### src/rtl/irqs_pkg.sv
package irqs_pkg;
   typedef enum logic [1:0] {
      SQ_IDLE,
      SQ_PUSH,
      SQ_PULL,
      SQ_RTIEND
   } sq_state_e;

   localparam int FRAME_LEN = 5;
   localparam int CNT_W     = 3;

   typedef logic [7:0] byte_t;
endpackage

### src/rtl/irqs_prio_pick.sv
module irqs_prio_pick #(
   parameter int N_SRC = 8,
   parameter int IDX_W = $clog2(N_SRC)
) (
   input  logic [N_SRC-1:0] pend,
   input  logic [N_SRC-1:0] en,
   output logic             hit_any,
   output logic [IDX_W-1:0] hit_idx
);
   logic [N_SRC-1:0] hit;

   generate
      if (N_SRC < 2) begin : g_bad_n
         $error("irqs_prio_pick: N_SRC must be at least 2");
      end
      for (genvar g = 0; g < N_SRC; g++) begin : g_hit
         assign hit[g] = pend[g] & en[g];
      end
   endgenerate

   always_comb begin
      hit_any = |hit;
      hit_idx = '0;
      for (int i = N_SRC - 1; i >= 0; i--) begin
         if (hit[i]) hit_idx = IDX_W'(i);
      end
   end
endmodule

### src/rtl/irqs_sp_unit.sv
module irqs_sp_unit #(
   parameter int             SP_W   = 8,
   parameter logic [SP_W-1:0] SP_TOP = '1
) (
   input  logic            clk,
   input  logic            rst,
   input  logic            dec,
   input  logic            inc,
   output logic [SP_W-1:0] sp
);
   always_ff @(posedge clk) begin
      if (rst)      sp <= SP_TOP;
      else if (dec) sp <= sp - SP_W'(1);
      else if (inc) sp <= sp + SP_W'(1);
   end

   a_r4_sp_steps_down: assert property (@(posedge clk) disable iff (rst)
      dec |=> sp == $past(sp) - SP_W'(1));
   a_r7_sp_steps_up: assert property (@(posedge clk) disable iff (rst)
      inc |=> sp == $past(sp) + SP_W'(1));
   a_r10_one_direction: assert property (@(posedge clk) disable iff (rst)
      !(dec && inc));
endmodule

### src/rtl/irqs_frame_reg.sv
module irqs_frame_reg
   import irqs_pkg::*;
#(
   parameter int LEN = FRAME_LEN
) (
   input  logic                 clk,
   input  logic                 rst,
   input  logic                 load,
   input  logic [LEN-1:0][7:0]  din,
   input  logic [CNT_W-1:0]     sel,
   output byte_t                dout
);
   logic [LEN-1:0][7:0] slot;

   generate
      for (genvar g = 0; g < LEN; g++) begin : g_slot
         always_ff @(posedge clk) begin
            if (rst)       slot[g] <= '0;
            else if (load) slot[g] <= din[g];
         end
      end
   endgenerate

   always_comb begin
      dout = '0;
      for (int i = 0; i < LEN; i++) begin
         if (sel == CNT_W'(i)) dout = slot[i];
      end
   end
endmodule

### src/rtl/irq_stack_seq.sv
module irq_stack_seq
   import irqs_pkg::*;
#(
   parameter int              N_SRC    = 8,
   parameter int              SP_W     = 8,
   parameter logic [SP_W-1:0] SP_TOP   = '1,
   parameter int              MASK_BIT = 3,
   parameter int              IDX_W    = $clog2(N_SRC)
) (
   input  logic             clk,
   input  logic             rst,
   input  logic [N_SRC-1:0] req_pend,
   input  logic [N_SRC-1:0] req_en,
   input  logic             insn_done,
   input  logic             rti_go,
   input  logic [15:0]      ret_pc,
   input  logic [7:0]       acc_in,
   input  logic [7:0]       idx_lo_in,
   input  logic [7:0]       ccr_in,
   input  logic             mask_wr,
   input  logic             mask_wdata,
   output logic             stk_we,
   output logic             stk_re,
   output logic [SP_W-1:0]  stk_addr,
   output logic [7:0]       stk_wdata,
   input  logic [7:0]       stk_rdata,
   output logic             mask_out,
   output logic             fetch_next,
   output logic             vec_valid,
   output logic [IDX_W-1:0] vec_idx,
   output logic             prefetch_drop,
   output logic             rest_valid,
   output logic [15:0]      rest_pc,
   output logic [7:0]       rest_acc,
   output logic [7:0]       rest_idx_lo,
   output logic [7:0]       rest_ccr,
   output logic [SP_W-1:0]  sp_out
);
   localparam logic [CNT_W-1:0] LAST = CNT_W'(FRAME_LEN - 1);

   generate
      if (MASK_BIT < 0 || MASK_BIT > 7) begin : g_bad_mask
         $error("irq_stack_seq: MASK_BIT must address a bit of the CCR byte");
      end
      if (SP_W < 4) begin : g_bad_sp
         $error("irq_stack_seq: SP_W too small to hold one frame");
      end
      if (N_SRC < 2 || N_SRC > 64) begin : g_bad_n
         $error("irq_stack_seq: N_SRC out of range");
      end
   endgenerate

   sq_state_e              state;
   logic [CNT_W-1:0]       cnt;
   logic                   mask_q;
   logic [IDX_W-1:0]       vec_q;
   logic                   fetch_q, vecv_q, drop_q, restv_q;
   byte_t                  rest_q [FRAME_LEN];
   logic                   hit_any;
   logic [IDX_W-1:0]       hit_idx;
   logic                   take;
   logic                   last;
   logic                   load_frame;
   logic [FRAME_LEN-1:0][7:0] frame_din;
   byte_t                  frame_byte;
   byte_t                  ccr_mod;
   logic [SP_W-1:0]        sp;

   irqs_prio_pick #(.N_SRC(N_SRC), .IDX_W(IDX_W)) u_pick (
      .pend    (req_pend),
      .en      (req_en),
      .hit_any (hit_any),
      .hit_idx (hit_idx)
   );

   irqs_sp_unit #(.SP_W(SP_W), .SP_TOP(SP_TOP)) u_sp (
      .clk (clk),
      .rst (rst),
      .dec (stk_we),
      .inc (stk_re),
      .sp  (sp)
   );

   irqs_frame_reg #(.LEN(FRAME_LEN)) u_frame (
      .clk  (clk),
      .rst  (rst),
      .load (load_frame),
      .din  (frame_din),
      .sel  (cnt),
      .dout (frame_byte)
   );

   assign take = hit_any && !mask_q;
   assign last = (cnt == LAST);

   always_comb begin
      ccr_mod           = ccr_in;
      ccr_mod[MASK_BIT] = mask_q;
   end

   always_comb begin
      load_frame = take && (((state == SQ_IDLE) && insn_done && !rti_go) ||
                            (state == SQ_RTIEND));
      if (state == SQ_RTIEND) begin
         for (int i = 0; i < FRAME_LEN; i++) frame_din[i] = rest_q[FRAME_LEN - 1 - i];
      end else begin
         frame_din[0] = ret_pc[7:0];
         frame_din[1] = ret_pc[15:8];
         frame_din[2] = idx_lo_in;
         frame_din[3] = acc_in;
         frame_din[4] = ccr_mod;
      end
   end

   always_ff @(posedge clk) begin
      if (rst) begin
         state   <= SQ_IDLE;
         cnt     <= '0;
         mask_q  <= 1'b1;
         vec_q   <= '0;
         fetch_q <= 1'b0;
         vecv_q  <= 1'b0;
         drop_q  <= 1'b0;
         restv_q <= 1'b0;
         for (int i = 0; i < FRAME_LEN; i++) rest_q[i] <= '0;
      end else begin
         fetch_q <= 1'b0;
         vecv_q  <= 1'b0;
         drop_q  <= 1'b0;
         restv_q <= 1'b0;
         unique case (state)
            SQ_IDLE: begin
               if (mask_wr) mask_q <= mask_wdata;
               if (rti_go) begin
                  state <= SQ_PULL;
                  cnt   <= '0;
               end else if (insn_done) begin
                  if (take) begin
                     state <= SQ_PUSH;
                     cnt   <= '0;
                     vec_q <= hit_idx;
                  end else begin
                     fetch_q <= 1'b1;
                  end
               end
            end
            SQ_PUSH: begin
               if (last) begin
                  state  <= SQ_IDLE;
                  cnt    <= '0;
                  mask_q <= 1'b1;
                  vecv_q <= 1'b1;
               end else begin
                  cnt <= cnt + CNT_W'(1);
               end
            end
            SQ_PULL: begin
               for (int i = 0; i < FRAME_LEN; i++) begin
                  if (cnt == CNT_W'(i)) rest_q[i] <= stk_rdata;
               end
               if (last) begin
                  state   <= SQ_RTIEND;
                  cnt     <= '0;
                  mask_q  <= rest_q[0][MASK_BIT];
                  restv_q <= 1'b1;
               end else begin
                  cnt <= cnt + CNT_W'(1);
               end
            end
            SQ_RTIEND: begin
               cnt <= '0;
               if (take) begin
                  state  <= SQ_PUSH;
                  vec_q  <= hit_idx;
                  drop_q <= 1'b1;
               end else begin
                  state   <= SQ_IDLE;
                  fetch_q <= 1'b1;
               end
            end
            default: state <= SQ_IDLE;
         endcase
      end
   end

   assign stk_we        = (state == SQ_PUSH);
   assign stk_re        = (state == SQ_PULL);
   assign stk_addr      = stk_we ? sp : sp + SP_W'(1);
   assign stk_wdata     = frame_byte;
   assign mask_out      = mask_q;
   assign fetch_next    = fetch_q;
   assign vec_valid     = vecv_q;
   assign vec_idx       = vec_q;
   assign prefetch_drop = drop_q;
   assign rest_valid    = restv_q;
   assign rest_ccr      = rest_q[0];
   assign rest_acc      = rest_q[1];
   assign rest_idx_lo   = rest_q[2];
   assign rest_pc       = {rest_q[3], rest_q[4]};
   assign sp_out        = sp;

   // run length of consecutive stack writes, for the frame-size check
   logic [3:0] wr_run;
   always_ff @(posedge clk) begin
      if (rst)         wr_run <= '0;
      else if (stk_we) wr_run <= wr_run + 4'd1;
      else             wr_run <= '0;
   end

   a_r5_five_byte_frame: assert property (@(posedge clk) disable iff (rst)
      $fell(stk_we) |-> (wr_run == 4'd5) && vec_valid);
   a_r6_mask_on_vector: assert property (@(posedge clk) disable iff (rst)
      vec_valid |-> mask_out);
   a_r2_masked_no_write: assert property (@(posedge clk) disable iff (rst)
      (!stk_we && !stk_re && !rest_valid && insn_done && !rti_go && mask_out) |=> !stk_we);
   a_r8_drop_with_push: assert property (@(posedge clk) disable iff (rst)
      prefetch_drop |-> stk_we && !fetch_next);
   a_r1_single_outcome: assert property (@(posedge clk) disable iff (rst)
      $onehot0({fetch_next, vec_valid, prefetch_drop}));
   a_r10_no_rw_overlap: assert property (@(posedge clk) disable iff (rst)
      !(stk_we && stk_re));
   a_r7_mask_from_pulled_ccr: assert property (@(posedge clk) disable iff (rst)
      rest_valid |-> mask_out == rest_ccr[MASK_BIT]);
endmodule

### config.mk
export PLATFORM = sky130hd
export DESIGN_NAME = irq_stack_seq
export DESIGN_NICKNAME = d
export VERILOG_FILES = /design/src/rtl/irqs_pkg.sv /design/src/rtl/irqs_prio_pick.sv /design/src/rtl/irqs_sp_unit.sv /design/src/rtl/irqs_frame_reg.sv /design/src/rtl/irq_stack_seq.sv
export SDC_FILE = /design/constraint.sdc
export NUM_CORES = 1
export LEC_CHECK = 0
export BUFFER_PORTS_ARGS = -buffer_cell sky130_fd_sc_hd__buf_4
export CORE_MARGIN = 1
export CORE_UTILIZATION = 47
export CTS_CLUSTER_DIAMETER = 60
export DETAILED_ROUTE_END_ITERATION = 8
export PLACE_DENSITY = 0.74
export SLEW_MARGIN = 20
export SYNTH_ARGS = -nofsm -noshare
export SYNTH_HDL_FRONTEND = slang
export SYNTH_HIERARCHICAL = 1
export SYNTH_SLANG_ARGS = --single-unit
### constraint.sdc
create_clock -name clk -period 2 [get_ports clk]
set_clock_uncertainty 0.05 [all_clocks]
set_input_delay 0.2 -clock clk [delete_from_list [all_inputs] [get_ports clk]]
set_output_delay 0.2 -clock clk [all_outputs]
set_load 0.005 [all_outputs]
==> impl_summary.md, run 1 <==
Run status
The run finished, with violations left. The checks that failed: setup timing.

Global route
For this run the aggregate overflow at the end of global routing stands at 0. The total track usage is 23.5%. The number of antenna violations at the first check in global routing was 0. The pin count of the biggest net entering global routing is 52.

The via count of the first global-routing pass is 4,173. The global-route wire length before repair is 20,800 um.

Clocking
TritonCTS built the clock tree. The number of hold buffers added after CTS is 0. The register clock-pin slew on the reported worst setup and hold paths is 0.07 ns. The later-pin clock latency in the skew report is 0.34 ns. The H-tree depth reported by CTS is 3. Clock tree synthesis inserted a total of 9 buffers. The clock root buffer master is sky130_fd_sc_hd__clkbuf_16. The maximum clock path buffer count is 2.

The clock sink total is 101.

Detailed routing
The via count is 4,449. The via count normalized by instance count is 5.57. In this run the remaining antenna-violating nets after routing total 0. The mean routed wirelength per cell is 17.7 um. For this run, design rule violations remaining after detail routing come to 0.

The wire length reported by the detailed router is 14,100 um. The number of detailed-routing iterations run before antenna repair is 4. After the first detailed-routing iteration, the DRC count stood at 194.

Power and ir drop
Dividing total power by cell area gives a power density of 1080 nW/um^2. The switching part of the total power is 34.3%. In this run the static leakage power is 2.94 nW. The analysis attributes to net switching a power of 0.00271 W. The portion of total power attributed to sequential cells is 34.0%. Overall power consumption after layout is estimated at 0.00791 W. The power share of the combinational group is 44.6%.

Across the VDD grid, the largest voltage drop is 0.919 mV. The relative contribution of the clock network to total power is 21.4%. Internal power comes to 0.00520 W.

STA
The final count of hold timing violations was 0. The count of final max-slew check failures came to 0. The worst-case headroom to the max-slew limit is 63.0%. The shortest clock period the worst path allows after layout is 2.03 ns. Adding up every negative setup slack in the final design gives -0.0386 ns. The worst-margin pin slew is 0.555 ns. Setup violations remaining at the end of the flow were counted as 2. Dividing the final minimum period by the clock period gives 101%.

Based on the critical path, the design can be clocked at up to 493 MHz. Setup repair after global routing could not meet its margin everywhere. Across all setup checks in the final design, the least slack found is -0.0278 ns.

Worst setup path
STA puts the critical path data arrival time at 1.78 ns. The worst register-to-register path begins at state[1]. The end point of the critical path is stk_wdata[7]. The type of origin of the critical path is a flop.

The end of the worst register-to-register path is u_sp/sp[6]. The critical path capture point type is an output pin. The category of the critical setup timing path is flop to output pin. The start point of the critical path is cnt[0]. Data on the critical path is required at its endpoint by 1.75 ns. Setup slack on the worst reg-to-reg path comes out at 0.08 ns. The maximum fanout encountered on the critical timing path is 5. For the worst flop-to-flop path, the logic depth is 8.

Die
In this run the vertical extent of the chip is 108 um. The floorplan step set the die width to 108 um. The die covers 11,700 um^2. The site row count is 38.

The total area inside the core boundary comes to 10,900 um^2. The initial cell density of the core is 48.6%. The number of primary I/O pins is 144.

Yosys
The per-instance average area after synthesis is 10.9 um^2. The count of flip-flops with a built-in enable after synthesis is 40. For this run, the leading register cell type out of synthesis is sky130_fd_sc_hd__dfxtp_1. The cell type with the highest aggregate area in the netlist is sky130_fd_sc_hd__dfxtp_1. The synthesized netlist devotes 12.8% of its cell area to simple gates. Yosys printed 6 warnings. The number of synthesized register bits is 101. Sorting the synthesized cells by how often they occur yields 61 x sky130_fd_sc_hd__dfxtp_1, 54 x sky130_fd_sc_hd__mux2i_1, 49 x sky130_fd_sc_hd__nand2_1.

The share of flip-flops with an asynchronous set or reset after synthesis is 0%. The count of cell types in the netlist is 68. The synthesized area is 5320 um^2.

The synthesized instance count is 487. In the synthesized netlist, mux cells make up 20.1% of the area. The most instantiated library cell after synthesis is sky130_fd_sc_hd__dfxtp_1. Yosys attributes the largest share of cell area to sky130_fd_sc_hd__dfxtp_1 23%, sky130_fd_sc_hd__edfxtp_1 23%, sky130_fd_sc_hd__mux2i_1 10%. After synthesis, the largest area contributor takes up 23.0% of total cell area. After Yosys synthesis, XOR and XNOR cells account for 1.81% of the synthesized area. After synthesis, flip-flops and latches occupy 45.6% of the total area. The adder-cell share of the synthesized area is 4.38%. Synthesis produced a netlist with a net count of 575.

The combinational family with the most area after synthesis is multiplexers. The post-synthesis compound-gate area fraction is 10.9%.

Job
Across the run, the number of max-cap violations was 0.

Placed design
The number of instances in the placed design is 771. Detailed placement finished with a half-perimeter wire length of 9800 um. The number of port buffers is 142. At the end of routability-driven placement, the weighted congestion stood at 0.845.

Cells and area
For this run, the number of standard cells in the final layout without fillers is 799. At the end of the flow, the number of nets in the layout was 742. From synthesis to final layout, the design area changed by 37.6%. The antenna cell count is 0. Cells fill 66.9% of the core in the end.

The ratio of cells with drive above 1 in the final layout is 45.4%.

Worst hold path
The worst hold path passes through 3 cells. The type of the worst min-delay path is primary input to flop.
-- sequential cells by signal, summed over array words and instances (netlist names) --
name and count:
cnt 3, vec_idx 3, u_sp/sp 8, rest_q 40
vec_valid 1, rest_valid 1, mask_out 1, state 2
fetch_next 1, u_frame/slot 40, prefetch_drop 1
-- worst max-delay path, stage by stage (launching register included) --
cell and delay [ns]:
sky130_fd_sc_hd__dfxtp_4 0.41, sky130_fd_sc_hd__clkbuf_16 0.17, sky130_fd_sc_hd__mux2i_1 0.28, sky130_fd_sc_hd__o32ai_1 0.14
sky130_fd_sc_hd__a221o_1 0.30, sky130_fd_sc_hd__buf_4 0.14
-- per-stage QoR --
step,area (um^2),hold WS [ns],worst slack [ns]
global placement,6640,0.394,0.0138
finish,7310,0.118,-0.0278
global route,7310,0.129,-0.102
detailed placement,6640,0.408,-0.0246
floorplan,5320,0.269,0.0701
CTS,7060,0.100,0.000809
-- power by group through the flow --
stage | Combinational (W) | Sequential (W) | Clock [W]
finish | 0.00353 | 0.00269 | 0.00169
global route | 0.00380 | 0.00272 | 0.00180
CTS | 0.00325 | 0.00266 | 0.00174
detailed placement | 0.00303 | 0.00268 | 0
global placement | 0.00297 | 0.00267 | 0
floorplan | 0.00198 | 0.00265 | 0
-- placed cells by master (no fill, tap or decap), types with 3 or more instances in the layout --
master	count
sky130_fd_sc_hd__a21oi_1	11
sky130_fd_sc_hd__a21oi_2	9
sky130_fd_sc_hd__a221o_1	8
sky130_fd_sc_hd__buf_12	6
sky130_fd_sc_hd__buf_4	173
sky130_fd_sc_hd__clkbuf_16	11
sky130_fd_sc_hd__dfxtp_1	56
sky130_fd_sc_hd__dfxtp_2	4
sky130_fd_sc_hd__edfxtp_1	40
sky130_fd_sc_hd__ha_1	14
sky130_fd_sc_hd__inv_1	13
sky130_fd_sc_hd__inv_8	3
sky130_fd_sc_hd__mux2_2	41
sky130_fd_sc_hd__mux2_4	5
sky130_fd_sc_hd__mux2i_1	48
sky130_fd_sc_hd__mux2i_4	5
sky130_fd_sc_hd__nand2_1	48
sky130_fd_sc_hd__nand3_1	7
sky130_fd_sc_hd__nand3_2	3
sky130_fd_sc_hd__nor2_1	46
sky130_fd_sc_hd__nor2b_1	3
sky130_fd_sc_hd__nor3_1	5
sky130_fd_sc_hd__o21ai_0	7
sky130_fd_sc_hd__o21ai_1	3
sky130_fd_sc_hd__o32ai_1	5
sky130_fd_sc_hd__o32ai_2	3
sky130_fd_sc_hd__xnor2_1	7
sky130_fd_sc_hd__xor2_1	4
-- repair_timing --
action | 4_1_cts | 5_1_grt
gates resized for setup | 15 | 33
setup endpoints to repair | 14 | 57
gates cloned | 1 | 2
pin swaps | 3 | 17
setup buffers | 3 | 6
-- cells by family (layout without fill, tap and decap cells) --
logic type / count (synthesis) / after routing
and+or+nand+nor: 142 / 142
DFF: 101 / 101
muxes: 100 / 100
AOI/OAI and AO/OA: 73 / 73
buffers and inverters: 42 / 214
adders and majority gates: 18 / 18
xor gates and xnor gates: 11 / 11
-- area by class of cell --
| type | count | area [um^2] |
|---|---|---|
| clock buffers | 9 | 225 |
| clock inverters | 7 | 67.6 |
| fillers | 840 | 3620 |
| inverters | 15 | 56.3 |
| multi-input cells | 344 | 2850 |
| flip-flops and latches | 101 | 2430 |
| well taps | 140 | 175 |
| repair buffers | 183 | 1510 |
-- metal layers --
metal	share of wire [%]	GRT usage, %
met5	0	0
met4	3.7	10.8
met3	6.3	5.12
met2	48	38.7
met1	42	29.5
-- worst min-delay path by stage --
stage	start	slack (ns)	end
final	rst	0.12	u_sp/sp[0]
after floorplan	rst	0.27	u_sp/sp[0]
after detailed placement	vec_idx[0]	0.41	vec_idx[0]
after global routing	rst	0.13	u_sp/sp[0]
after CTS	rst	0.10	u_sp/sp[0]
after global placement	vec_idx[0]	0.39	vec_idx[0]
(Power assumes the default switching activity.)
==> inputs of run 2 (changes only) <==
--- a/config.mk
+++ b/config.mk
@@ -5,13 +5,12 @@
 export SDC_FILE = /design/constraint.sdc
 export NUM_CORES = 1
 export LEC_CHECK = 0
-export BUFFER_PORTS_ARGS = -buffer_cell sky130_fd_sc_hd__buf_4
+export BUFFER_PORTS_ARGS = -buffer_cell sky130_fd_sc_hd__buf_2
 export CORE_MARGIN = 1
 export CORE_UTILIZATION = 47
 export CTS_CLUSTER_DIAMETER = 60
 export DETAILED_ROUTE_END_ITERATION = 8
 export PLACE_DENSITY = 0.74
-export SLEW_MARGIN = 20
 export SYNTH_ARGS = -nofsm -noshare
 export SYNTH_HDL_FRONTEND = slang
 export SYNTH_HIERARCHICAL = 1
==> run 2 against run 1 <==
Against the previous run: the run still ends with setup timing left; sequential power about the same; wire length fell by 0.64%; flip-flop and latch count unchanged; critical endpoint is now rest_q[0][7]; largest cell class unchanged; highest routed layer unchanged.
==> impl_summary.md, run 2 (same netlist as run 1, synthesis figures left out) <==
Worst setup path
The worst setup path is of the flop to flop kind. The critical path data arrival time came to 2.05 ns (+0.27 ns). The type of origin of the critical path is a flop.

The maximum fanout encountered on the critical timing path is 9 (+4). The required time at the worst-slack endpoint is 2.00 ns (+0.25 ns). The critical path capture point type is a flop. The start point of the critical path is state[0].

The startpoint identified for the worst register-to-register timing path is state[0]. The slowest stage of the critical path belongs to the cell sky130_fd_sc_hd__a21oi_1. Walking the worst path, the cells encountered are inv_1 -> buf_4 -> ha_1 -> nand2_1 -> a21oi_1. The worst stage delay on the critical path is 0.58 ns (+0.17 ns).

Clocking
The later-pin clock latency in the skew report came to 0.34 ns (about the same). The register clock-pin slew on the reported worst setup and hold paths is 0.07 ns (about the same). The CTS tree is yes.

The H-tree depth reported by CTS is 3 (unchanged). The clock root buffer master is sky130_fd_sc_hd__clkbuf_16. The maximum clock path buffer count was 2 (unchanged). The number of CTS-inserted buffers is 9 (unchanged). The clock sink total came to 101 (unchanged).

The number of hold buffers added after CTS is 0 (unchanged).

Die
The number of primary I/O pins is 144 (unchanged). The initial cell density of the core was 48.6% (unchanged). The die area is 11,700 um^2 (unchanged). The site row count came to 38 (unchanged). The core box area is 10,900 um^2 (unchanged). The height of the die came to 108 um (unchanged). The width of the die is 108 um (unchanged).

STA
The worst-case headroom to the max-slew limit came to 57.0% (-6.0 points). The shortest clock period the worst path allows after layout came to 2.04 ns (+0.0158 ns). Setup repair after global routing could not meet its margin everywhere. The worst hold-check slack is 0.145 ns (+0.0266 ns).

The count of final max-slew check failures came to 0 (unchanged). The final-report setup violation count is 11 (+9). The maximum clock frequency came to 489 MHz (-0.77%). The final count of hold timing violations is 0 (unchanged).

The final clock period utilization by the worst path is 102% (+0.79 points). The worst-margin pin slew was 0.645 ns (+0.0896 ns). The setup slack of the critical path after layout was -0.0436 ns (-0.0158 ns).

Run status
The run finished, with violations left. The checks that failed: setup timing.

Detailed routing
The post-route antenna net violation count is 0 (unchanged). The number of detailed-routing iterations run before antenna repair is 5 (+1). The DRC violation count after routing is 0 (unchanged).

The wire length reported by the detailed router came to 14,100 um (-0.64%). The mean routed wirelength per cell is 17.4 um (-1.9%). The iteration-0 DRC count of the detailed router is 197 (+1.5%). The via count normalized by instance count is 5.48 (-1.6%). The via count came to 4,433 (-0.36%).

Global route
The via count of the first global-routing pass is 4,120 (-1.3%). The global-route wire length before repair is 21,000 um (+0.83%). The number of antenna violations at the first check in global routing came to 0 (unchanged). The pin count of the biggest net entering global routing is 43 (-17%). The total overflow reported by the global router is 0 (unchanged). The total track usage is 23.8% (+0.24 points).

Cells and area
The largest registers in the layout are rest_q: 40 flops, u_frame/slot: 40 flops, u_sp/sp: 8 flops. The ratio of cells with drive above 1 in the final layout was 45.1% (-0.23 points). The layout net count came to 752 (+1.3%). The final instance count without filler cells came to 809 (+1.3%).

The layout overhead on the synthesized area is 30.6%. Leaving out fill and tap cells, the most frequent cells in the layout are 142 x sky130_fd_sc_hd__buf_2, 57 x sky130_fd_sc_hd__dfxtp_1, 50 x sky130_fd_sc_hd__mux2i_1. The antenna cell count is 0 (unchanged).

The final design utilization is 63.5% (-3.4 points). The most common cell after layout, fill and taps aside is sky130_fd_sc_hd__buf_2.

Power and ir drop
The power density over the cells is 1110 nW/um^2 (+2.5%). The peak supply drop is 0.822 mV (-11%). The leakage component of the power is 2.88 nW (-2.1%).

Placed design
The number of port buffers is 142 (unchanged). The HPWL after detailed placement was 10,100 um (+3.5%). The weighted congestion at the end of routability-driven global placement was 0.884 (+4.6%).

The number of instances in the placed design is 773 (+0.26%). The setup slack at placement is -0.0710 ns (-0.0464 ns).

Worst hold path
The origin of the worst min-delay path is req_pend[0]. The path class of the tightest hold or removal check is primary input to flop.

Job
The max-capacitance violation count is 0 (unchanged).
==> run 2: cell count changes in the layout (fill, tap and decap cells not counted), moves of 2 or more <==
cell / previous run / this run
sky130_fd_sc_hd__mux2i_1: 48 / 50
sky130_fd_sc_hd__a21oi_1: 11 / 13
sky130_fd_sc_hd__buf_4: 173 / 43
sky130_fd_sc_hd__mux2i_4: 5 / 2
sky130_fd_sc_hd__ha_4: 1 / 3
sky130_fd_sc_hd__dfxtp_2: 4 / 2
sky130_fd_sc_hd__buf_12: 6 / 4
sky130_fd_sc_hd__a21oi_2: 9 / 7
sky130_fd_sc_hd__buf_2: 0 / 142
==> run 2: area by class of cell <==
| class | instances | area, um^2 |
|---|---|---|
| Multi-Input combinational cell | 344 | 2790 |
| Sequential cell | 101 | 2430 |
| Fill cell | 901 | 3990 |
| Inverter | 15 | 56.3 |
| Clock inverter | 7 | 67.6 |
| Timing Repair Buffer | 193 | 1190 |
| Tap cell | 140 | 175 |
| Clock buffer | 9 | 225 |
==> run 2: metrics by stage <==
stage               power [W]   TNS, ns  cell area, um^2
floorplan             0.00463         0             5320
global placement      0.00544  -0.00433             6320
detailed placement    0.00557   -0.0947             6320
CTS                   0.00744  -0.00976             6740
global route          0.00811     -3.12             6940
finish                0.00770    -0.206             6940
==> run 2: per-layer routing <==
| metal | up-vias | track usage, % | wire length (um) |
|---|---|---|---|
| met5 | - | 0 | 0 |
| met4 | 0 | 8.40 | 354 |
| met3 | 24 | 4.76 | 830 |
| met2 | 160 | 40.9 | 6940 |
| met1 | 2115 | 29.6 | 5930 |
| li1 | 2134 | - | - |
==> run 2: what timing repair did <==
item / 4_1_cts / 5_1_grt
setup buffers: 6 / 12
gates resized for setup: 15 / 20
setup endpoints to repair: 31 / 64
pin swaps: 2 / 10
gates cloned: 1 / 1
==> run 2: path summary, 6_finish.rpt <==
| kind | to | slack [ns] | depth (start not counted) |
|---|---|---|---|
| worst max register to register | rest_q[0][7] | -0.04 | 5 |
| worst min register to register | vec_idx[2] | 0.42 | 2 |
| worst min-delay path | vec_idx[1] | 0.14 | 4 |
| worst max-delay path | rest_q[0][7] | -0.04 | 5 |
==> run 2: critical path: cells and delay by family, from the launching register on <==
kind                       cells  cell delay [ns]
buffers and inverters          2             0.22
adders and majority gates      1             0.29
DFF                            1             0.35
and+or+nand+nor                1             0.26
AOI/OAI and AO/OA              1             0.58
==> run 2: power breakdown <==
part	internal [W]	total [W]	switching, W
clock network	0.000877	0.00170	0.000825
logic	0.00168	0.00331	0.00163
registers	0.00243	0.00269	0.000252
total	0.00500	0.00770	0.00270
==> inputs of run 3 (changes only) <==
--- a/config.mk
+++ b/config.mk
@@ -5,6 +5,7 @@
 export SDC_FILE = /design/constraint.sdc
 export NUM_CORES = 1
 export LEC_CHECK = 0
+export ABC_AREA = 1
 export BUFFER_PORTS_ARGS = -buffer_cell sky130_fd_sc_hd__buf_2
 export CORE_MARGIN = 1
 export CORE_UTILIZATION = 47
==> run 3 against run 2 <==
Against the previous run: the flow finishes with violations (DRC); utilization decreased by 2.5 points; clock power shrank 18%; sequential share of layout area rose by 1.8 points; final cell count increased by 23%; largest power group unchanged; die area shrank 1.4%; synthesized cell count increased by 43%.
==> impl_summary.md, run 3 <==
Detailed routing
The via count is 5,123 (+16%). The post-route antenna net violation count was 0 (unchanged). The wire length reported by the detailed router was 15,000 um (+6.5%).

The via count normalized by instance count is 5.14 (-6.2%). The mean routed wirelength per cell is 15.0 um (-14%). The iteration-0 DRC count of the detailed router is 391 (+98%). The DRC violation count after routing is 2 (+2). The number of detailed-routing iterations run before antenna repair came to 7 (+2).

Cells and area
The layout net count was 940 (+25%). The antenna cell count is 0 (unchanged). The largest registers in the layout are rest_q: 40 flops, u_frame/slot: 40 flops, u_sp/sp: 8 flops. The most common cell after layout, fill and taps aside is sky130_fd_sc_hd__nand2_1. The layout overhead on the synthesized area is 26.2%. The ratio of cells with drive above 1 in the final layout is 27.8% (-17 points). In the layout the commonest cells are 287 x sky130_fd_sc_hd__nand2_1, 142 x sky130_fd_sc_hd__buf_2, 55 x sky130_fd_sc_hd__dfxtp_1. The count of filler cells inserted in the layout was 940 (+4.3%). The final non-filler cell area came to 6610 um^2 (-4.8%).

Die
The initial cell density of the core is 48.3% (-0.28 points). The number of primary I/O pins was 144 (unchanged). The die area came to 11,600 um^2 (-1.4%). The width of the die was 108 um (-0.71%). The core box area is 10,800 um^2 (-0.87%). The site row count is 38 (unchanged). The height of the die is 108 um (-0.71%).

Worst setup path
The worst setup path is captured at a flop. The critical path data arrival time was 2.01 ns (-0.04 ns). The worst setup path is of the flop to flop kind. The maximum fanout encountered on the critical timing path came to 8 (-1). The library cell contributing the largest single delay on the critical path is sky130_fd_sc_hd__dfxtp_1. The required time at the worst-slack endpoint is 2.09 ns (+0.09 ns). The critical path goes through inv_1 -> ha_1 -> nand3_1 -> nand2_1 -> nor2_4 -> a21oi_1 -> buf_4. The worst stage delay on the critical path came to 0.49 ns (-0.09 ns). The type of origin of the critical path is a flop.

Global route
The number of antenna violations at the first check in global routing is 0 (unchanged). The via count of the first global-routing pass is 4,699 (+14%). The pin count of the biggest net entering global routing is 49 (+14%).

The total track usage was 25.9% (+2.2 points). The total overflow reported by the global router was 0 (unchanged). The global-route wire length before repair is 23,000 um (+9.4%).

STA
The sum of negative setup slack was 0 ns (+0.206 ns). The worst-case headroom to the max-slew limit was 70.8% (+14 points). The count of final max-slew check failures is 0 (unchanged). The final clock period utilization by the worst path is 96.2% (-6.0 points). The final count of hold timing violations is 0 (unchanged). The worst hold-check slack is 0.102 ns (-0.0435 ns).

The final-report setup violation count is 0 (-11). The maximum clock frequency came to 520 MHz (+6.3%). The worst-margin pin slew is 0.438 ns (-0.206 ns). The shortest clock period the worst path allows after layout came to 1.92 ns (-0.120 ns).

Yosys
In the synthesized netlist, the cells that appear most often are 288 x sky130_fd_sc_hd__nand2_1, 61 x sky130_fd_sc_hd__dfxtp_1, 54 x sky130_fd_sc_hd__a21oi_1. The area share of the leading cell type in the synthesized netlist is 23.3% (+0.33 points). The sequential-to-total area share from yosys stat came to 46.2% (+0.66 points). The count of cell types in the netlist is 36 (-47%). sky130_fd_sc_hd__dfxtp_1 takes more of the synthesized area than any other cell.

The net count of the mapped netlist is 783 (+36%). The count of flip-flops with a built-in enable after synthesis is 40 (unchanged). The predominant post-synthesis flop cell is sky130_fd_sc_hd__dfxtp_1. The number of synthesized register bits was 101 (unchanged). The synthesized instance count is 695 (+43%). The synthesized area is 5240 um^2 (-1.4%). The warning count from the yosys run is 6 (unchanged).

The most common cell in the synthesized netlist is sky130_fd_sc_hd__nand2_1. The per-instance average area after synthesis is 7.54 um^2 (-31%). By area the synthesized netlist is led by sky130_fd_sc_hd__dfxtp_1 23%, sky130_fd_sc_hd__edfxtp_1 23%, sky130_fd_sc_hd__nand2_1 21%.

The share of flip-flops with an asynchronous set or reset after synthesis is 0% (unchanged).

Power and ir drop
The power density over the cells was 1340 nW/um^2 (+21%). The leakage component of the power is 3.18 nW (+11%). The peak supply drop is 1.26 mV (+53%).

The total power of the final layout came to 0.00888 W (+15%).

Clocking
The register clock-pin slew on the reported worst setup and hold paths is 0.11 ns (+0.04 ns). The CTS tree is yes. The number of CTS-inserted buffers is 9 (unchanged). The H-tree depth reported by CTS is 3 (unchanged). The clock root buffer master is sky130_fd_sc_hd__clkbuf_8. The number of hold buffers added after CTS is 0 (unchanged). The maximum clock path buffer count came to 2 (unchanged).

The clock sink total is 101 (unchanged). The later-pin clock latency in the skew report is 0.37 ns (+0.03 ns).

Placed design
The number of port buffers is 142 (unchanged). The post-placement cell area is 6240 um^2 (-1.2%). The HPWL after detailed placement is 10,700 um (+5.7%). The weighted congestion at the end of routability-driven global placement is 0.873 (-1.2%).

Job
The max-capacitance violation count is 0 (unchanged).

Run status
The flow ran to the end, but the final reports show violations. The final reports fail on DRC.

Worst hold path
The type of the worst min-delay path is primary input to flop.
[run 3: cell count changes after synthesis, sizes merged, moves of 9 or more]
cell   previous run  this run
inv              15        52
nand2            49       295
a21oi            20        59
mux2             46         0
mux2i            54         0
nand3            10        39
nand4             1        10
[run 3: final cells by class]
type / count / area (um^2) / area share [%]
repair buffers: 172 / 1000 / 15.2
flip-flops and latches: 101 / 2430 / 36.8
inverters: 54 / 209 / 3.16
multi-input cells: 514 / 2580 / 39.0
well taps: 140 / 175 / 2.65
clock buffers: 9 / 124 / 1.87
clock inverters: 7 / 91.3 / 1.38
[run 3: kinds of logic (layout without fill, tap and decap cells)]
| family | after synthesis | after routing | share of synthesized area (%) |
|---|---|---|---|
| and+or+nand+nor | 410 | 410 | 33.1 |
| DFF | 101 | 101 | 46.2 |
| buffers and inverters | 80 | 242 | 6.40 |
| AOI/OAI and AO/OA | 79 | 79 | 8.65 |
| adders and majority gates | 18 | 18 | 4.44 |
| xor gates and xnor gates | 7 | 7 | 1.17 |
[run 3: stage by stage]
step / std cells / worst slack [ns] / utilization (%)
finish: 997 / 0.0768 / 61.0
global route: 997 / -0.0443 / 61.0
CTS: 996 / 0.0257 / 60.0
detailed placement: 979 / 0.0557 / 57.6
global placement: 979 / 0.142 / 57.6
floorplan: 695 / 0.00876 / -
[run 3: critical path, delay by kind of cell (launching register included)]
kind	cells	cell delay, ns
simple gates	3	0.46
compound gates	1	0.14
flops	1	0.49
fa+ha+maj	1	0.23
buf+inv	2	0.32
[run 3: report_power, final]
part | switching (W) | internal [W] | total, W | leakage (nW)
sequential | 0.000338 | 0.00256 | 0.00290 | 0.911
clock | 0.000791 | 0.000611 | 0.00140 | 0.110
combinational | 0.00270 | 0.00187 | 0.00457 | 2.16
[run 3: layer usage]
| layer | GRT usage, % | part of all wire, % | vias up |
|---|---|---|---|
| li1 | - | - | 2550 |
| met1 | 35.6 | 45 | 2353 |
| met2 | 41.5 | 47 | 194 |
| met3 | 5.08 | 6.3 | 26 |
| met4 | 7.34 | 2.0 | 0 |
| met5 | 0 | 0 | - |
[run 3: final timing paths]
check | from | end | slack (ns) | cells past startpoint
setup / recovery | cnt[2] | rest_q[0][14] | 0.08 | 7
hold / removal | insn_done | fetch_next | 0.10 | 3
setup reg to reg | cnt[2] | rest_q[0][14] | 0.08 | 7
hold reg to reg | u_frame/slot[33] | u_frame/slot[33] | 0.42 | 2
[run 3: what timing repair did]
item | in CTS | in global routing
cloned | 0 | 1
setup endpoints to repair | 16 | 95
setup buffers | 2 | 0
resized for setup | 10 | 19
pin swaps | 2 | 2
